$ cat src/rtl/bootcs_pkg.sv
package bootcs_pkg;
  localparam int ADDR_W      = 24;
  localparam int REG_W       = 16;
  localparam int MIN_BLK_LOG = 11;
  localparam int CMP_W       = ADDR_W - MIN_BLK_LOG;
  localparam int SIZE_W      = 3;
  localparam int WAIT_W      = 4;
  localparam int OPT_W       = 11;

  // option register field positions
  localparam int LANE_LSB   = 0;
  localparam int ACC_LSB    = 2;
  localparam int STRB_BIT   = 4;
  localparam int WAIT_LSB   = 5;
  localparam int SPACE_LSB  = 9;

  localparam logic [WAIT_W-1:0] WAIT_FAST = 4'd14;
  localparam logic [WAIT_W-1:0] WAIT_NONE = 4'd15;

  localparam logic [REG_W-1:0] BASE_RST = 16'h0006;
  localparam logic [OPT_W-1:0] OPT_RST  = 11'h5AF;

  typedef struct packed {
    logic loadCnt;
    logic decCnt;
  } ctlStrobe_t;

  typedef enum logic {ST_IDLE, ST_ACTIVE} cycState_t;

  function automatic int ignoredBits(input logic [SIZE_W-1:0] code);
    case (code)
      3'd0: return 11;
      3'd1: return 13;
      3'd2: return 14;
      3'd3: return 16;
      3'd4: return 17;
      3'd5: return 18;
      3'd6: return 19;
      default: return 20;
    endcase
  endfunction
endpackage

$ cat src/rtl/bootcs_datapath.sv
module bootcs_datapath
  import bootcs_pkg::*;
(
  input  logic              clk,
  input  logic              rstN,
  input  logic              regWrEn,
  input  logic              regSel,
  input  logic [REG_W-1:0]  regWrData,
  input  logic [ADDR_W-1:0] busAddr,
  input  logic              rdWrN,
  input  logic              upperByteEn,
  input  logic              lowerByteEn,
  input  logic              superMode,
  input  logic              asN,
  input  logic              dsN,
  input  ctlStrobe_t        ctl,
  output logic              hitNow,
  output logic              strobeNow,
  output logic              strobeAct,
  output logic              fastNow,
  output logic              cntZero,
  output logic              actNoAck
);
  logic [REG_W-1:0]  baseQ;
  logic [OPT_W-1:0]  optQ;
  logic [WAIT_W-1:0] cntQ;
  logic [WAIT_W-1:0] actWaitQ;
  logic              actDsQ;
  logic [CMP_W-1:0]  cmpMask;
  logic              unusedOptBits;

  assign unusedOptBits = ^regWrData[REG_W-1:OPT_W];

  // configuration registers
  always_ff @(posedge clk or negedge rstN) begin
    if (!rstN) begin
      baseQ <= BASE_RST;
      optQ  <= OPT_RST;
    end else if (regWrEn) begin
      if (regSel) optQ  <= regWrData[OPT_W-1:0];
      else        baseQ <= regWrData;
    end
  end

  // per-bit compare mask from block size code
  for (genvar i = 0; i < CMP_W; i++) begin : g_mask
    assign cmpMask[i] = (i + MIN_BLK_LOG) >= ignoredBits(baseQ[SIZE_W-1:0]);
  end

  logic [WAIT_W-1:0] waitCode;
  logic [1:0] laneSel, accSel, spaceSel;
  logic addrHit, laneOk, accOk, spaceOk;

  always_comb begin
    waitCode = optQ[WAIT_LSB +: WAIT_W];
    laneSel  = optQ[LANE_LSB +: 2];
    accSel   = optQ[ACC_LSB +: 2];
    spaceSel = optQ[SPACE_LSB +: 2];
    addrHit  = ((busAddr[ADDR_W-1:MIN_BLK_LOG] ^ baseQ[REG_W-1:SIZE_W]) & cmpMask) == '0;
    laneOk   = (upperByteEn & laneSel[1]) | (lowerByteEn & laneSel[0]);
    accOk    = rdWrN ? accSel[0] : accSel[1];
    spaceOk  = superMode ? spaceSel[1] : spaceSel[0];
    hitNow   = addrHit & laneOk & accOk & spaceOk;
    strobeNow = optQ[STRB_BIT] ? !dsN : !asN;
    strobeAct = actDsQ ? !dsN : !asN;
    fastNow  = waitCode == WAIT_FAST;
    cntZero  = cntQ == '0;
    actNoAck = actWaitQ == WAIT_NONE;
  end

  // cycle snapshot and wait counter
  always_ff @(posedge clk or negedge rstN) begin
    if (!rstN) begin
      cntQ     <= '0;
      actWaitQ <= '0;
      actDsQ   <= 1'b0;
    end else if (ctl.loadCnt) begin
      cntQ     <= waitCode;
      actWaitQ <= waitCode;
      actDsQ   <= optQ[STRB_BIT];
    end else if (ctl.decCnt) begin
      cntQ <= cntQ - 1'b1;
    end
  end
endmodule

$ cat src/rtl/bootcs_control.sv
module bootcs_control
  import bootcs_pkg::*;
(
  input  logic       clk,
  input  logic       rstN,
  input  logic       hitNow,
  input  logic       strobeNow,
  input  logic       strobeAct,
  input  logic       fastNow,
  input  logic       cntZero,
  input  logic       actNoAck,
  output ctlStrobe_t ctl,
  output logic       csN,
  output logic       dtackN
);
  cycState_t stateQ;
  logic strobePrevQ, ackedQ, csNQ, dtackNQ;
  logic startCycle, endCycle, fireAck;

  always_comb begin
    startCycle  = (stateQ == ST_IDLE) && strobeNow && !strobePrevQ && hitNow;
    endCycle    = (stateQ == ST_ACTIVE) && !strobeAct;
    fireAck     = (stateQ == ST_ACTIVE) && !endCycle && cntZero && !ackedQ && !actNoAck;
    ctl.loadCnt = startCycle;
    ctl.decCnt  = (stateQ == ST_ACTIVE) && !cntZero;
  end

  always_ff @(posedge clk or negedge rstN) begin
    if (!rstN) begin
      stateQ      <= ST_IDLE;
      strobePrevQ <= 1'b0;
      ackedQ      <= 1'b0;
      csNQ        <= 1'b1;
      dtackNQ     <= 1'b1;
    end else begin
      strobePrevQ <= strobeNow;
      dtackNQ     <= !((startCycle && fastNow) || fireAck);
      if (startCycle) begin
        stateQ <= ST_ACTIVE;
        csNQ   <= 1'b0;
        ackedQ <= fastNow;
      end else if (endCycle) begin
        stateQ <= ST_IDLE;
        csNQ   <= 1'b1;
        ackedQ <= 1'b0;
      end else if (fireAck) begin
        ackedQ <= 1'b1;
      end
    end
  end

  assign csN    = csNQ;
  assign dtackN = dtackNQ;
endmodule

$ cat src/rtl/bootcs_top.sv
module bootcs_top
  import bootcs_pkg::*;
(
  input  logic              clk,
  input  logic              rstN,
  input  logic              regWrEn,
  input  logic              regSel,
  input  logic [REG_W-1:0]  regWrData,
  input  logic [ADDR_W-1:0] busAddr,
  input  logic              rdWrN,
  input  logic              upperByteEn,
  input  logic              lowerByteEn,
  input  logic              superMode,
  input  logic              asN,
  input  logic              dsN,
  output logic              csN,
  output logic              dtackN
);
  ctlStrobe_t ctl;
  logic hitNow, strobeNow, strobeAct, fastNow, cntZero, actNoAck;

  bootcs_datapath u_dp (
    .clk(clk), .rstN(rstN), .regWrEn(regWrEn), .regSel(regSel),
    .regWrData(regWrData), .busAddr(busAddr), .rdWrN(rdWrN),
    .upperByteEn(upperByteEn), .lowerByteEn(lowerByteEn),
    .superMode(superMode), .asN(asN), .dsN(dsN), .ctl(ctl),
    .hitNow(hitNow), .strobeNow(strobeNow), .strobeAct(strobeAct),
    .fastNow(fastNow), .cntZero(cntZero), .actNoAck(actNoAck)
  );

  bootcs_control u_ctl (
    .clk(clk), .rstN(rstN), .hitNow(hitNow), .strobeNow(strobeNow),
    .strobeAct(strobeAct), .fastNow(fastNow), .cntZero(cntZero),
    .actNoAck(actNoAck), .ctl(ctl), .csN(csN), .dtackN(dtackN)
  );
endmodule

$ cat config.mk
export PLATFORM = sky130hd
export DESIGN_NAME = bootcs_top
export DESIGN_NICKNAME = d
export VERILOG_FILES = /design/src/rtl/bootcs_pkg.sv /design/src/rtl/bootcs_datapath.sv /design/src/rtl/bootcs_control.sv /design/src/rtl/bootcs_top.sv
export SDC_FILE = /design/constraint.sdc
export NUM_CORES = 1
export LEC_CHECK = 0
export CORE_MARGIN = 2
export CORE_UTILIZATION = 50
export CTS_BUF_LIST = sky130_fd_sc_hd__clkbuf_4 sky130_fd_sc_hd__clkbuf_8
export DETAILED_ROUTE_END_ITERATION = 16
export GPL_TIMING_DRIVEN = 1
export HOLD_SLACK_MARGIN = 0.1
export PLACE_DENSITY = 0.82
export SLEW_MARGIN = 25
export SYNTH_ARGS = -nofsm -noshare
export SYNTH_HDL_FRONTEND = slang
export SYNTH_SLANG_ARGS = --single-unit
export TNS_END_PERCENT = 30
$ cat constraint.sdc
create_clock -name clk -period 2.3 [get_ports clk]
set_input_delay 0.69 -clock clk [delete_from_list [all_inputs] [get_ports clk]]
set_output_delay 0.69 -clock clk [all_outputs]
set_load 0.02 [all_outputs]
==> summary.txt, run 1 <==
Placed design
  • Post-Place Cells: 240
  • Setup slack at placement: -0.361 ns
  • DP HPWL: 2950 µm
  • GPL Wtd Cong: 0.800
  • Port buffer count: 40

Floorplan
  • Die span in x: 66.8 µm
  • Core ar.: 0.00372 mm²
  • IO Pins: 52
  • Die ar.: 0.00446 mm²
  • Initial Utilization: between 50% and 60%
  • Row count: 22
  • Die height: roughly 67 µm

Timing
  • Slew HR: between 60% and 70%
  • Endpoints failing hold: 0
  • Slew Limit Fails: 0
  • Final setup vio count: 0
  • PnR worst setup slack: about 0.047 ns
  • Slew at the pin closest to its max-slew limit: 0.512 ns
  • Minimum clock period: between 2 and 2.5 ns
  • Tcrit/Tclk final: between 90% and 100%
  • FMAX: 444 MHz
  • Final Skew: 0.00340 ns

Finish
  • Ratio of cells with drive above 1 in the final layout: 37.9%
  • Fin cells: 251
  • # diodes: 0
  • Fin util: 71.6%
  • Fillers: ~260
  • Area delta synth->final: 34.9%
  • Nets: about 250
  • Commonest non-fill, non-tap cells in the layout: clkdlybuf4s50_1 (29), dfrtp_1 (29), mux2_2 (28), dfstp_2 (12)

Route
  • DR WL/cell: between 15 and 20 µm
  • Via count: 1,400
  • Final Routed Wirelength: 4080 µm
  • Pre-antenna DRT Iters: 4
  • DRC: 0
  • Antenna-violating nets left: 0
  • Initial DRC count: 32
  • Drt via density: ~5.6

Critical path
  • Slowest stage cell, crit path: clkdlybuf4s50_1
  • Crit path max-delay family: simple AND/OR/NAND/NOR gates
  • Worst reg2reg path endpoint: u_dp.cntQ[3]
  • CP Class: in2reg
  • Worst Path Arrival: 2.43 ns
  • Critical register-to-register path startpoint: u_dp.baseQ[2]
  • Reg2Reg Depth: 6
  • Crit path buf inv count: 2
  • Worst-path maximum fanout: 6
  • Critical path origin: lowerByteEn
  • Required time worst endpoint: 2.47 ns
  • Worst setup EP type: flip-flop
  • R2r setup slk: 0.28 ns
  • Critical Path Max Stage Delay: 0.47 ns
  • Crit. path cell count: 7
  • Worst Setup EP: u_dp.cntQ[3]
  • Worst path cell trace: clkdlybuf4s50_1 -> a22oi_2 -> or4_4 -> nor2_4 -> nand4_4 -> buf_12 -> mux2_4
  • Critical path startpoint category: input pin

Clock tree
  • CTS tree: yes
  • Clock sinks: 41
  • Clock Latency Late Sink: just under 0.3 ns
  • Clock buffer count from CTS: 5
  • Clock tree root driver cell: clkbuf_8
  • CTS H-tree depth: 2
  • Clock buffer depth: 2
  • Clock transition at path regs: 0.07 ns

Global routing
  • Global Route Usage Sum: 20.7%
  • Vias in the first global route: 1,482
  • Gr ovfl total: 0
  • Initial antenna violation count: 0
  • First-pass GRT wire length: 6660 µm
  • Largest net degree at the start of global routing: 42

Synth
  • Sequential fraction of the synthesis area: 52.8%
  • Yosys top cell area share: 36.8%
  • Cell Area, Synth: between 0.0015 and 0.002 mm²
  • Avg Cell Area, Syn: 13.1 µm²
  • Synth top area cells: dfrtp_1 (37%), dfstp_2 (16%), mux2_2 (16%), mux2_4 (5.3%), xnor2_1 (3.6%)
  • Synth area leader: dfrtp_1
  • Post-synthesis cell type count: 40
  • Warnings from Yosys: 0
  • Flops & latches, synth: 41
  • Synthesized instance count: 151
  • Post-Syn Nets: slightly above 200

Power and ir drop
  • Pwr Total: 1690 µW
  • VDD IR max: 0.000469 V
  • Pwr/cell area: 636 mW/mm²
  • Lkg Pwr: 0.00120 µW

Run
  • Max-Cap Viols: 0

Min path
  • Worst min path class: in2async

Outcome
  • Status: finished, final reports clean
Yosys cell counts:
library cell / n
nor2_2: 1
xnor2_1: 8
o31ai_1: 1
inv_1: 6
a31oi_1: 1
a211oi_1: 1
xor2_1: 6
or3_1: 1
o21ai_0: 4
or4_2: 1
nand4_2: 1
ha_1: 1
a2111o_1: 1
nor2_1: 3
a21oi_1: 2
o21a_1: 1
mux2_2: 28
or3b_2: 1
mux2i_1: 3
clkbuf_1: 2
or2b_1: 2
a21o_1: 1
nand2_1: 7
o221ai_1: 1
and4_1: 1
dfrtp_1: 29
a21o_2: 1
a41oi_1: 2
buf_1: 1
nor3_1: 3
a22oi_1: 1
and4b_1: 1
and2_1: 1
nand3_1: 3
mux2_4: 7
dfstp_2: 12
nor2b_1: 2
or4_4: 1
buf_6: 1
o211ai_1: 1
per-stage QoR:
step                hold slack (ns)  area (µm²)  setup TNS [ns]
floorplan                     0.394        1970               0
global placement              0.475        2460           -3.50
detailed placement            0.502        2460           -3.81
CTS                           0.475        2610               0
global route                  0.493        2660        -0.00761
finish                        0.459        2660               0
report_power, final:
part / internal (µW) / leakage [µW] / switching, µW / total, µW
registers: 817 / 0.000486 / 65.7 / 883
clock network: 251 / 0.0000498 / 228 / 478
logic: 199 / 0.000662 / 132 / 331
repair_timing:
action,CTS,global route
setup endpoints to repair,9,9
pin swaps,8,10
hold buffers,0,0
buffers inserted,0,2
gates cloned,1,0
gates resized for setup,11,9
sequential cells by signal, summed over array words and instances, names as in the netlist:
signal             flops
u_ctl.dtackN           1
u_dp.cntQ              4
u_ctl.stateQ           1
u_ctl.strobePrevQ      1
u_dp.baseQ            16
u_dp.actDsQ            1
u_ctl.ackedQ           1
u_ctl.csN              1
u_dp.actWaitQ          4
u_dp.optQ             11
per-layer routing:
metal  global-route usage, %  wire [µm]  vias to the layer above
li1                        -          -                      638
met3                    5.57        244                       13
met4                    9.44        140                        0
met1                    24.1       1650                      695
met2                    35.5       2050                       54
met5                       0          0                        -
cell families after synthesis:
kind of cell    synth area share [%]
fa+ha+maj                      0.634
compound gates                  6.47
mux                             22.8
flops                           52.8
xor+xnor                        6.21
simple gates                    8.81
buf+inv                         2.28
cell type report:
class                      instances  area (µm²)  area share [%]
tap                               48        60.1            2.26
clock buffer                       8        91.3            3.43
timing repair buffer              48         498            18.7
multi-input combinational        100         950            35.7
inverter                           6        22.5           0.846
sequential                        41        1040            39.1
how the worst min path moves through the flow:
stage / from / end / slack (ns) / cells past startpoint
6_report: rstN / u_dp.baseQ[4] / 0.46 / 2
5_1_grt: rstN / u_dp.baseQ[10] / 0.49 / 2
4_1_cts: rstN / u_dp.optQ[9] / 0.47 / 2
3_5_place_dp: u_dp.actWaitQ[0] / u_dp.actWaitQ[0] / 0.50 / 1
3_3_place_gp: u_ctl.ackedQ / u_ctl.dtackN / 0.48 / 2
2_1_floorplan: rstN / u_ctl.ackedQ / 0.39 / 0
No activity file was read; power rests on OpenSTA's default activity.
==> inputs of run 2 (changes only) <==
--- a/config.mk
+++ b/config.mk
@@ -6,12 +6,12 @@
 export NUM_CORES = 1
 export LEC_CHECK = 0
 export CORE_MARGIN = 2
-export CORE_UTILIZATION = 50
+export CORE_UTILIZATION = 54
 export CTS_BUF_LIST = sky130_fd_sc_hd__clkbuf_4 sky130_fd_sc_hd__clkbuf_8
 export DETAILED_ROUTE_END_ITERATION = 16
 export GPL_TIMING_DRIVEN = 1
 export HOLD_SLACK_MARGIN = 0.1
-export PLACE_DENSITY = 0.82
+export PLACE_DENSITY = 0.88
 export SLEW_MARGIN = 25
 export SYNTH_ARGS = -nofsm -noshare
 export SYNTH_HDL_FRONTEND = slang
==> constraint.sdc (replaced) <==
create_clock -name clk -period 2.6 [get_ports clk]
set_input_delay 0.78 -clock clk [delete_from_list [all_inputs] [get_ports clk]]
set_output_delay 0.78 -clock clk [all_outputs]
set_load 0.02 [all_outputs]
==> run 2 against run 1 <==
  * First-iteration DRC count up 130%
  * Clock skew rose by 0.0046 ns
  * Sequential share of layout area rose by 2.1 points
  * Sequential power down 12%
  * Count of clock-buffer cells in the layout is 1 lower
  * Worst setup slack better by 0.17 ns
  * Critical path type unchanged
  * Critical endpoint is now u_dp.actWaitQ[3]
==> summary.txt, run 2 (same netlist as run 1, synthesis figures left out) <==
Timing
  • Endpoints failing hold: 0 (unchanged)
  • FMAX: roughly 420 MHz
  • Final setup vio count: 0 (unchanged)
  • Final Skew: 0.00803 ns (was 0.00340 ns)
  • Slew HR: 42.7% (was 65.9%)
  • Minimum clock period: 2.39 ns
  • Slew Limit Fails: 0 (unchanged)
  • Fin Hold WS: 0.505 ns (was 0.459 ns)
  • Slew at the pin closest to its max-slew limit: 0.860 ns (was 0.512 ns)
  • Tcrit/Tclk final: a little over 90%
  • PnR worst setup slack: 0.214 ns (was 0.0472 ns)
  • RSZ-0062 raised after global routing: false

Clock tree
  • CTS H-tree depth: 2 (unchanged)
  • Post_cts resized: 0 (was 11)
  • Clock buffer depth: 2 (unchanged)
  • Clock transition at path regs: 0.12 ns (was 0.07 ns)
  • Clock sinks: 41 (unchanged)
  • Clock Latency Late Sink: 0.35 ns (was 0.29 ns)
  • Clock tree root driver cell: clkbuf_4 (was clkbuf_8)
  • Post-CTS Setup Inserts: 0 (unchanged)
  • Clock buffer count from CTS: 5 (unchanged)
  • CTS tree: yes (unchanged)
  • Hold buffers post-CTS: 0 (unchanged)

Critical path
  • Worst setup EP type: flip-flop (unchanged)
  • Worst reg2reg path endpoint: u_dp.actWaitQ[3] (was u_dp.cntQ[3])
  • Critical path origin: busAddr[22] (was lowerByteEn)
  • Critical path startpoint category: input pin (unchanged)
  • Slowest stage cell, crit path: or4_4 (was clkdlybuf4s50_1)
  • Worst path cell trace: clkdlybuf4s50_1 -> xor2_1 -> or4_4 -> nor2_2 -> nand4_2 -> buf_12 -> mux2_4 (was clkdlybuf4s50_1 -> a22oi_2 -> or4_4 -> nor2_4 -> nand4_4 -> buf_12 -> mux2_4)
  • Critical Path Max Stage Delay: 0.53 ns (was 0.47 ns)
  • Required time worst endpoint: 2.85 ns (was 2.47 ns)
  • Reg2Reg Depth: 6 (unchanged)
  • Worst-path maximum fanout: 12 (was 6)
  • Worst Setup EP: u_dp.actWaitQ[3] (was u_dp.cntQ[3])
  • Worst Path Arrival: 2.63 ns (was 2.43 ns)
  • CP Class: in2reg (unchanged)
  • R2r setup slk: 0.62 ns (was 0.28 ns)
  • Critical register-to-register path startpoint: u_dp.baseQ[2] (unchanged)

Finish
  • Fin cells: 244 (was 251)
  • # diodes: 0 (unchanged)
  • Register with the most flip-flops: u_dp.baseQ (unchanged)
  • Commonest non-fill, non-tap cell in the layout: clkdlybuf4s50_1
  • Commonest non-fill, non-tap cells in the layout: clkdlybuf4s50_1 (39), dfrtp_1 (29), mux2_2 (28), dfstp_2 (12), xnor2_1 (8) (was clkdlybuf4s50_1 (29), dfrtp_1 (29), mux2_2 (28), dfstp_2 (12))
  • Ratio of cells with drive above 1 in the final layout: 32.8% (was 37.9%)
  • Max FFs per register: 16 (unchanged)
  • Nets: 248 (was 253)
  • Area delta synth->final: 28.1% (was 34.9%)
  • Regs by FF count: u_dp.baseQ x16, u_dp.optQ x11 (unchanged)
  • Finished Cell Area: 0.00253 mm² (was 0.00266 mm²)

Route
  • Final Routed Wirelength: 4160 µm (was 4080 µm)
  • DRC: 0 (unchanged)
  • Drt via density: 5.51 (was 5.58)
  • Antenna-violating nets left: 0 (unchanged)
  • Pre-antenna DRT Iters: 4 (unchanged)
  • DR WL/cell: 17.1 µm (was 16.3 µm)
  • Initial DRC count: 72 (was 32)
  • Via count: 1,344 (was 1,400)

Global routing
  • Global Route Usage Sum: 22.3% (was 20.7%)
  • Largest net degree at the start of global routing: 42 (unchanged)
  • Gr ovfl total: 0 (unchanged)
  • Vias in the first global route: 1,497 (was 1,482)
  • Initial antenna violation count: 0 (unchanged)
  • First-pass GRT wire length: 6930 µm (was 6660 µm)

Power and ir drop
  • Lkg Pwr: 0.00109 µW (was 0.00120 µW)
  • VDD IR max: 0.000391 V (was 0.000469 V)
  • Pwr/cell area: 587 mW/mm² (was 636 mW/mm²)

Placed design
  • Placed inst area: 0.00244 mm² (was 0.00246 mm²)
  • GPL Wtd Cong: 0.751 (was 0.800)
  • DP HPWL: 3170 µm (was 2950 µm)
  • Post-Place Cells: 236 (was 240)
  • Port buffer count: 40 (unchanged)
  • Setup slack at placement: -0.145 ns (was -0.361 ns)

Floorplan
  • Die ar.: 0.00415 mm² (was 0.00446 mm²)
  • IO Pins: 52 (unchanged)
  • Die height: 64.5 µm (was 66.8 µm)
  • Die span in x: 64.5 µm (was 66.8 µm)
  • Initial Utilization: 57.8% (was 53.1%)
  • Row count: 21 (was 22)
  • Core ar.: 0.00342 mm² (was 0.00372 mm²)

Run
  • Max-Cap Viols: 0 (unchanged)

Outcome
  • Status: finished, final reports clean (unchanged)

Min path
  • Worst min path class: reg2reg (was in2async)
## run 2: changes by cell type in the layout (fill, tap and decap cells not counted), sizes merged
cell	before	now
clkbuf	8	7
dlymetal6s2s	6	0
clkdlybuf4s50	29	39
bufinv	0	1
dlygate4sd2	4	0
buf	9	4
## run 2: stage by stage
step | utilization (%) | setup TNS (ns) | total power, µW
floorplan | - | 0 | 921
global placement | 71.4 | -1.00 | 1030
detailed placement | 71.4 | -1.24 | 1050
CTS | 74.0 | 0 | 1490
global route | 74.0 | 0 | 1550
finish | 74.0 | 0 | 1480
## run 2: where the power goes
part / switching (µW) / leakage, µW / internal (µW) / total (µW)
combinational: 106 / 0.000552 / 157 / 263
clock: 203 / 0.0000489 / 240 / 443
sequential: 54.7 / 0.000486 / 722 / 777
## run 2: layout make-up
| cell class | instances | area (µm²) |
|---|---|---|
| clock buffers | 7 | 58.8 |
| fillers | 223 | 888 |
| repair buffers | 43 | 430 |
| well taps | 46 | 57.6 |
| multi-input cells | 100 | 887 |
| clock inverters | 1 | 30.0 |
| inverters | 6 | 22.5 |
| flip-flops and latches | 41 | 1040 |
## run 2: metal layers
layer  track usage (%)  vias up  part of all wire [%]
li1                  -      627                     -
met1              25.4      670                    40
met2              41.5       39                    54
met3              3.65        8                   4.4
met4              9.04        0                   1.9
met5                 0        -                     0
## run 2: worst min-delay path by stage
| stage | to | from | slack, ns | cells past startpoint |
|---|---|---|---|---|
| final | u_ctl.dtackN | u_ctl.ackedQ | 0.50 | 2 |
| after global routing | u_ctl.dtackN | u_ctl.ackedQ | 0.52 | 2 |
| after CTS | u_ctl.dtackN | u_ctl.ackedQ | 0.51 | 2 |
| after detailed placement | u_ctl.dtackN | u_ctl.ackedQ | 0.49 | 2 |
| after global placement | u_ctl.dtackN | u_ctl.ackedQ | 0.48 | 2 |
| after floorplan | u_ctl.dtackN | u_ctl.ackedQ | 0.46 | 2 |
## run 2: worst max-delay path, delay by kind of cell
family | cells | cell delay, ns
and+or+nand+nor | 3 | 0.79
muxes | 1 | 0.30
xor gates and xnor gates | 1 | 0.16
buffers and inverters | 2 | 0.60
